--- config.mk ---
export PLATFORM = sky130hd
export DESIGN_NAME = qs_seq
export DESIGN_NICKNAME = d
export VERILOG_FILES = /design/src/rtl/qs_pkg.sv /design/src/rtl/qs_period_timer.sv /design/src/rtl/qs_irq_sync.sv /design/src/rtl/qs_bus_fsm.sv /design/src/rtl/qs_seq.sv
export SDC_FILE = /design/constraint.sdc
export NUM_CORES = 1
export LEC_CHECK = 0
export BUFFER_PORTS_ARGS = -buffer_cell sky130_fd_sc_hd__buf_4
export CORE_MARGIN = 4
export CORE_UTILIZATION = 42
export CTS_BUF_LIST = sky130_fd_sc_hd__clkbuf_16
export DETAILED_ROUTE_END_ITERATION = 8
export MAX_ROUTING_LAYER = met4
export PLACE_DENSITY = 0.73
export SLEW_MARGIN = 40
export SYNTH_ARGS = -nofsm -noshare
export SYNTH_HDL_FRONTEND = slang
export SYNTH_SLANG_ARGS = --single-unit
--- constraint.sdc ---
create_clock -name clk -period 5.3 [get_ports clk]
set_input_delay 0.265 -clock clk [delete_from_list [all_inputs] [get_ports clk]]
set_output_delay 0.265 -clock clk [all_outputs]
set_load 0.05 [all_outputs]
--- src/rtl/qs_pkg.sv ---
package qs_pkg;

  typedef enum logic [2:0] {
    ST_IDLE,
    ST_START,
    ST_WAIT,
    ST_READ,
    ST_GAP
  } qs_state_e;

  function automatic int qs_max4(input int a, input int b, input int c, input int d);
    int m;
    m = a;
    if (b > m) m = b;
    if (c > m) m = c;
    if (d > m) m = d;
    return m;
  endfunction

endpackage

--- src/rtl/qs_period_timer.sv ---
module qs_period_timer #(
  parameter int PERIOD_W = 16
) (
  input  logic                clk,
  input  logic                rst,
  input  logic [PERIOD_W-1:0] period_cycles,
  output logic                tick
);

  logic [PERIOD_W-1:0] cnt;

  always_ff @(posedge clk) begin
    if (rst) begin
      cnt  <= '0;
      tick <= 1'b0;
    end else if (period_cycles == '0) begin
      cnt  <= '0;
      tick <= 1'b0;
    end else if (cnt >= period_cycles - 1'b1) begin
      cnt  <= '0;
      tick <= 1'b1;
    end else begin
      cnt  <= cnt + 1'b1;
      tick <= 1'b0;
    end
  end

endmodule

--- src/rtl/qs_irq_sync.sv ---
module qs_irq_sync #(
  parameter int STAGES = 2
) (
  input  logic clk,
  input  logic rst,
  input  logic irq_n,
  output logic irq_fall
);

  logic [STAGES-1:0] sync_q;
  logic              last_q;

  always_ff @(posedge clk) begin
    if (rst) begin
      sync_q <= '1;
      last_q <= 1'b1;
    end else begin
      sync_q <= {sync_q[STAGES-2:0], irq_n};
      last_q <= sync_q[STAGES-1];
    end
  end

  assign irq_fall = last_q & ~sync_q[STAGES-1];

endmodule

--- src/rtl/qs_bus_fsm.sv ---
module qs_bus_fsm #(
  parameter int DATA_W   = 12,
  parameter int NCH      = 4,
  parameter int START_HI = 10,
  parameter int RD_LO    = 12,
  parameter int RD_GAP   = 26,
  parameter int IRQ_TMO  = 7200,
  localparam int CH_W    = (NCH > 1) ? $clog2(NCH) : 1
) (
  input  logic              clk,
  input  logic              rst,
  input  logic              tick,
  input  logic              irq_fall,
  input  logic [DATA_W-1:0] db,
  output logic              cvt_start,
  output logic              cs_n,
  output logic              rd_n,
  output logic [DATA_W-1:0] res_data,
  output logic [CH_W-1:0]   res_ch,
  output logic              res_valid,
  output logic              tmo_err
);

  import qs_pkg::*;

  localparam int CNT_MAX = qs_max4(START_HI, RD_LO, RD_GAP, IRQ_TMO);
  localparam int CNT_W   = $clog2(CNT_MAX + 1);
  localparam logic [CNT_W-1:0] START_END = CNT_W'(START_HI - 1);
  localparam logic [CNT_W-1:0] READ_END  = CNT_W'(RD_LO - 1);
  localparam logic [CNT_W-1:0] GAP_END   = CNT_W'(RD_GAP - 1);
  localparam logic [CNT_W-1:0] WAIT_END  = CNT_W'(IRQ_TMO - 1);
  localparam logic [CH_W-1:0]  LAST_CH   = CH_W'(NCH - 1);

  qs_state_e        state;
  logic [CNT_W-1:0] cnt;
  logic [CH_W-1:0]  ch;

  always_ff @(posedge clk) begin
    if (rst) begin
      state     <= ST_IDLE;
      cnt       <= '0;
      ch        <= '0;
      cvt_start <= 1'b0;
      cs_n      <= 1'b1;
      rd_n      <= 1'b1;
      res_data  <= '0;
      res_ch    <= '0;
      res_valid <= 1'b0;
      tmo_err   <= 1'b0;
    end else begin
      res_valid <= 1'b0;
      tmo_err   <= 1'b0;
      unique case (state)
        ST_IDLE: begin
          if (tick) begin
            state     <= ST_START;
            cvt_start <= 1'b1;
            cnt       <= '0;
          end
        end
        ST_START: begin
          if (cnt == START_END) begin
            state     <= ST_WAIT;
            cvt_start <= 1'b0;
            cnt       <= '0;
          end else begin
            cnt <= cnt + 1'b1;
          end
        end
        ST_WAIT: begin
          if (irq_fall) begin
            state <= ST_READ;
            cs_n  <= 1'b0;
            rd_n  <= 1'b0;
            ch    <= '0;
            cnt   <= '0;
          end else if (cnt == WAIT_END) begin
            state   <= ST_IDLE;
            tmo_err <= 1'b1;
            cnt     <= '0;
          end else begin
            cnt <= cnt + 1'b1;
          end
        end
        ST_READ: begin
          if (cnt == READ_END) begin
            res_data  <= db;
            res_ch    <= ch;
            res_valid <= 1'b1;
            rd_n      <= 1'b1;
            cs_n      <= 1'b1;
            cnt       <= '0;
            state     <= (ch == LAST_CH) ? ST_IDLE : ST_GAP;
          end else begin
            cnt <= cnt + 1'b1;
          end
        end
        ST_GAP: begin
          if (cnt == GAP_END) begin
            state <= ST_READ;
            cs_n  <= 1'b0;
            rd_n  <= 1'b0;
            ch    <= ch + 1'b1;
            cnt   <= '0;
          end else begin
            cnt <= cnt + 1'b1;
          end
        end
        default: begin
          state     <= ST_IDLE;
          cvt_start <= 1'b0;
          cs_n      <= 1'b1;
          rd_n      <= 1'b1;
        end
      endcase
    end
  end

endmodule

--- src/rtl/qs_seq.sv ---
module qs_seq #(
  parameter int DATA_W   = 12,
  parameter int NCH      = 4,
  parameter int PERIOD_W = 16,
  parameter int START_HI = 10,
  parameter int RD_LO    = 12,
  parameter int RD_GAP   = 26,
  parameter int IRQ_TMO  = 7200,
  localparam int CH_W    = (NCH > 1) ? $clog2(NCH) : 1
) (
  input  logic                clk,
  input  logic                rst,
  input  logic [PERIOD_W-1:0] period_cycles,
  output logic                cvt_start,
  output logic                cs_n,
  output logic                rd_n,
  input  logic                irq_n,
  input  logic [DATA_W-1:0]   db,
  output logic [DATA_W-1:0]   res_data,
  output logic [CH_W-1:0]     res_ch,
  output logic                res_valid,
  output logic                tmo_err
);

  logic tick;
  logic irq_fall;

  qs_period_timer #(
    .PERIOD_W(PERIOD_W)
  ) u_timer (
    .clk           (clk),
    .rst           (rst),
    .period_cycles (period_cycles),
    .tick          (tick)
  );

  qs_irq_sync #(
    .STAGES(2)
  ) u_irq_sync (
    .clk      (clk),
    .rst      (rst),
    .irq_n    (irq_n),
    .irq_fall (irq_fall)
  );

  qs_bus_fsm #(
    .DATA_W   (DATA_W),
    .NCH      (NCH),
    .START_HI (START_HI),
    .RD_LO    (RD_LO),
    .RD_GAP   (RD_GAP),
    .IRQ_TMO  (IRQ_TMO)
  ) u_fsm (
    .clk       (clk),
    .rst       (rst),
    .tick      (tick),
    .irq_fall  (irq_fall),
    .db        (db),
    .cvt_start (cvt_start),
    .cs_n      (cs_n),
    .rd_n      (rd_n),
    .res_data  (res_data),
    .res_ch    (res_ch),
    .res_valid (res_valid),
    .tmo_err   (tmo_err)
  );

endmodule

==> impl_results.md <==
* Antenna viol nets, final at 0
* R2R cell count at 8
* Wire length of the first global-routing pass at 10.7 mm
* Post-Place Setup Slack at 1.80 ns
* Mapped Nets at between 400 and 500
* Initial Utilization at 44.2%
* Status: finished, final reports clean
* # diodes at 0
* Pwr Total at 0.796 mW
* Clock Latency Late Sink at roughly 0.29 ns
* Top_reg_cell synth: dfxtp_1
* Layout cells sized above 1 at approximately 17%
* Async set-reset flop share out of synthesis at 0%
* Gp weighted congestion at 0.849
* Post-CTS resize count at 0
* Setup violations, final at 0
* Fin. Hold Viols at 0
* Clock share of power at between 30% and 40%
* Hold Crit Depth at 2
* DRT Pass-1 Iters at 4
* Post-synthesis compound-gate area fraction at 11.5%
* Hold Path Sink: u_irq_sync.sync_q[0]
* Crit end category: register
* Area growth syn-to-layout at 19.0%
* Final min period at 3.23 ns
* Post-CTS Setup Inserts at 0
* Power share of the sequential group at a little over half
* Root Buffer: clkbuf_16
* H-tree levels at 2
* Num rows at 30
* Wirelength, routed at 6.30 mm
* Clk_skew at 0.00563 ns
* Routed via count at roughly 2.6k
* Core ar. at 0.00694 mm²
* Cts bufs inserted at 5
* Grt ovf at 0
* Routed len/inst at 12.4 µm
* Synth Warn # at 0
* Combinational share of power at 7.3%
* Post-synth EDFFs at 0
* Cts hold-fix bufs at 0
* Synth Area in XOR/XNOR at between 10% and 20%
* Hpwl dp at 4.95 mm
* Synth Instances at between 300 and 400
* R2R Setup Slk at 2.87 ns
* Crit Path Category: in2reg
* Worst r2r src: u_fsm.cnt[1]
* NumNets Final at 463
* Adder-Cell Fraction of Synth Area at 8.56%
* RSZ-0062 raised after global routing: no
* Max_slew headroom at 56.4%
* Cell-internal power at 0.626 mW
* Initial antenna violation count at 0
* Sum of negative setup slack at 0 ns
* CTS tree: built
* Hold_ws at 0.158 ns
* Worst IR drop on VDD at 140 µV
* DRT iter0 DRCs at 92
* Die H at 93.5 µm
* Synthesized area per cell at 8.37 µm²
* DRC viols at 0
* Switching Fraction at 21.4%
* Startpoint Class: input pin
* Req. time, crit path at ~5.5 ns
* CP Data Arrival Time at 3.43 ns
* I/O Pins at 50
* Pins over their slew limit at 0
* GRT Resource Usage Total at 15.3%
* Worst-path clk slew at about 0.07 ns
* Largest net degree at the start of global routing at 29
* Synth Register Bits at 56
* Vias per Instance at 5.11
* Vias in the first global route at 2398
* Hold path startpoint: irq_n
* Power Dens Cells at 218 mW/mm²
* Total of max-cap violations at 0
* Clock Sink Count at 56
* Hold Path Class: in2reg
* Cell variety after synth at 53
* Least-Margin Pin Slew at approximately 0.65 ns
* Net Switching at 0.170 mW
* Fmax at 310 MHz
* Netlist Area Pre-Place at 0.00307 mm²
* Reg2reg end: u_fsm.cnt[9]
* Die area at ~0.0087 mm²
* Final Cycle Share at between 60% and 70%
* Die X-Extent at 93.5 µm
* Port bufs at 49
* Crit-path max FO at 8
* Final Worst Setup Slack at 2.07 ns
* Leak at ~1.4 nW
* Post-synthesis simple-gate area fraction at between 20% and 30%
* Mux contribution to synthesized area at less than 1%
* Main combinational cell family by area after synthesis: simple AND/OR/NAND/NOR gates
* Register area share after synthesis at 36.5%
* Maximum clock insertion buffer count at 2
[cell usage in the layout (no fill, tap or decap), types with 6 or more instances in the layout]
master	n
a21oi_1	21
buf_4	50
dfxtp_1	56
ha_1	21
inv_1	14
nand2_1	55
nand3_1	13
nor2_1	30
nor3_1	22
o21ai_0	6
xnor2_1	19
xor2_1	19
[area by class of cell]
cell class / instances / area [µm²]
multi-input cells: 284 / 1840
clock inverters: 3 / 16.3
fillers: 641 / 3290
clock buffers: 5 / 125
well taps: 96 / 120
inverters: 12 / 45.0
repair buffers: 52 / 385
flip-flops and latches: 56 / 1120
[per-layer routing]
metal	track usage [%]	up-vias	share of wire, %
met5	-	-	0
met4	6.59	0	2.2
met3	2.33	10	4.5
met2	25.1	57	47
met1	18.7	1162	46
li1	-	1369	-
[registers in the layout (all words and copies together), names as in the netlist]
name	cells
u_fsm.cvt_start	1
u_irq_sync.last_q	1
u_timer.tick	1
u_irq_sync.sync_q	2
u_fsm.state	3
u_fsm.ch	2
u_fsm.res_data	12
u_fsm.cnt	13
u_fsm.res_valid	1
u_fsm.cs_n	1
u_timer.cnt	16
u_fsm.res_ch	2
u_fsm.tmo_err	1
[how the worst max path moves through the flow]
stage	startpoint	to	slack [ns]	depth (start not counted)
after detailed placement	period_cycles[2]	u_timer.cnt[8]	1.80	13
after CTS	period_cycles[2]	u_timer.cnt[8]	2.09	13
after global placement	period_cycles[2]	u_timer.cnt[14]	1.63	12
after global routing	period_cycles[2]	u_timer.cnt[8]	1.85	13
after floorplan	period_cycles[2]	u_timer.cnt[11]	2.15	12
final	period_cycles[2]	u_timer.cnt[8]	2.07	13
[cells by family after synthesis]
kind of cell               count (synthesis)
xor gates and xnor gates                  38
AOI/OAI and AO/OA                         54
buffers and inverters                     27
DFF                                       56
adders and majority gates                 21
and+or+nand+nor                          170
muxes                                      1
[power by group through the flow]
stage	clock [mW]	sequential, mW	combinational, mW
final	0.312	0.426	0.0582
after global routing	0.341	0.426	0.0662
after CTS	0.322	0.426	0.0593
after floorplan	0	0.435	0.0299
after detailed placement	0	0.436	0.0592
after global placement	0	0.436	0.0566
[synth_stat cells (2+ instances only)]
cell,number,area [µm²]
ha_1,21,263
nand4_1,5,31.3
nor3_1,22,110
a21o_1,4,30.0
dfxtp_1,56,1120
o31ai_1,2,15.0
nor3b_1,2,15.0
o21ai_0,6,30.0
or3_1,3,18.8
nand2b_1,3,18.8
nor4_1,6,37.5
and3_1,3,18.8
or4_1,2,15.0
clkbuf_1,9,33.8
a2111o_1,2,22.5
a21oi_1,21,105
nor2_1,30,113
a31oi_1,4,25.0
buf_4,2,15.0
nor2b_1,4,25.0
xor2_1,19,166
and4_1,5,43.8
o21a_1,2,15.0
inv_1,12,45.0
nand2_1,55,206
nand3b_1,3,22.5
nand3_1,13,65.1
xnor2_1,19,166
o211ai_1,3,22.5
or2_2,3,18.8
and2_1,2,12.5
buf_2,3,15.0
[stage by stage]
step	std cells	util (%)	area, µm²
2_1_floorplan	367	-	3070
3_3_place_gp	498	50.3	3490
3_5_place_dp	500	50.5	3510
4_1_cts	508	52.5	3650
5_1_grt	508	52.6	3650
6_report	508	52.6	3650
[critical path: stages]
cell and delay, ns:
buf_4 0.13, or3_1 0.43, or4_1 0.50, nor2_1 0.21, nand3b_1 0.11, xor2_1 0.16, ha_1 0.30, a21o_1 0.16
a21o_1 0.17, a221oi_1 0.30, o211ai_1 0.26, buf_2 0.25, nor3_1 0.20
No activity file was read; power rests on OpenSTA's default activity.
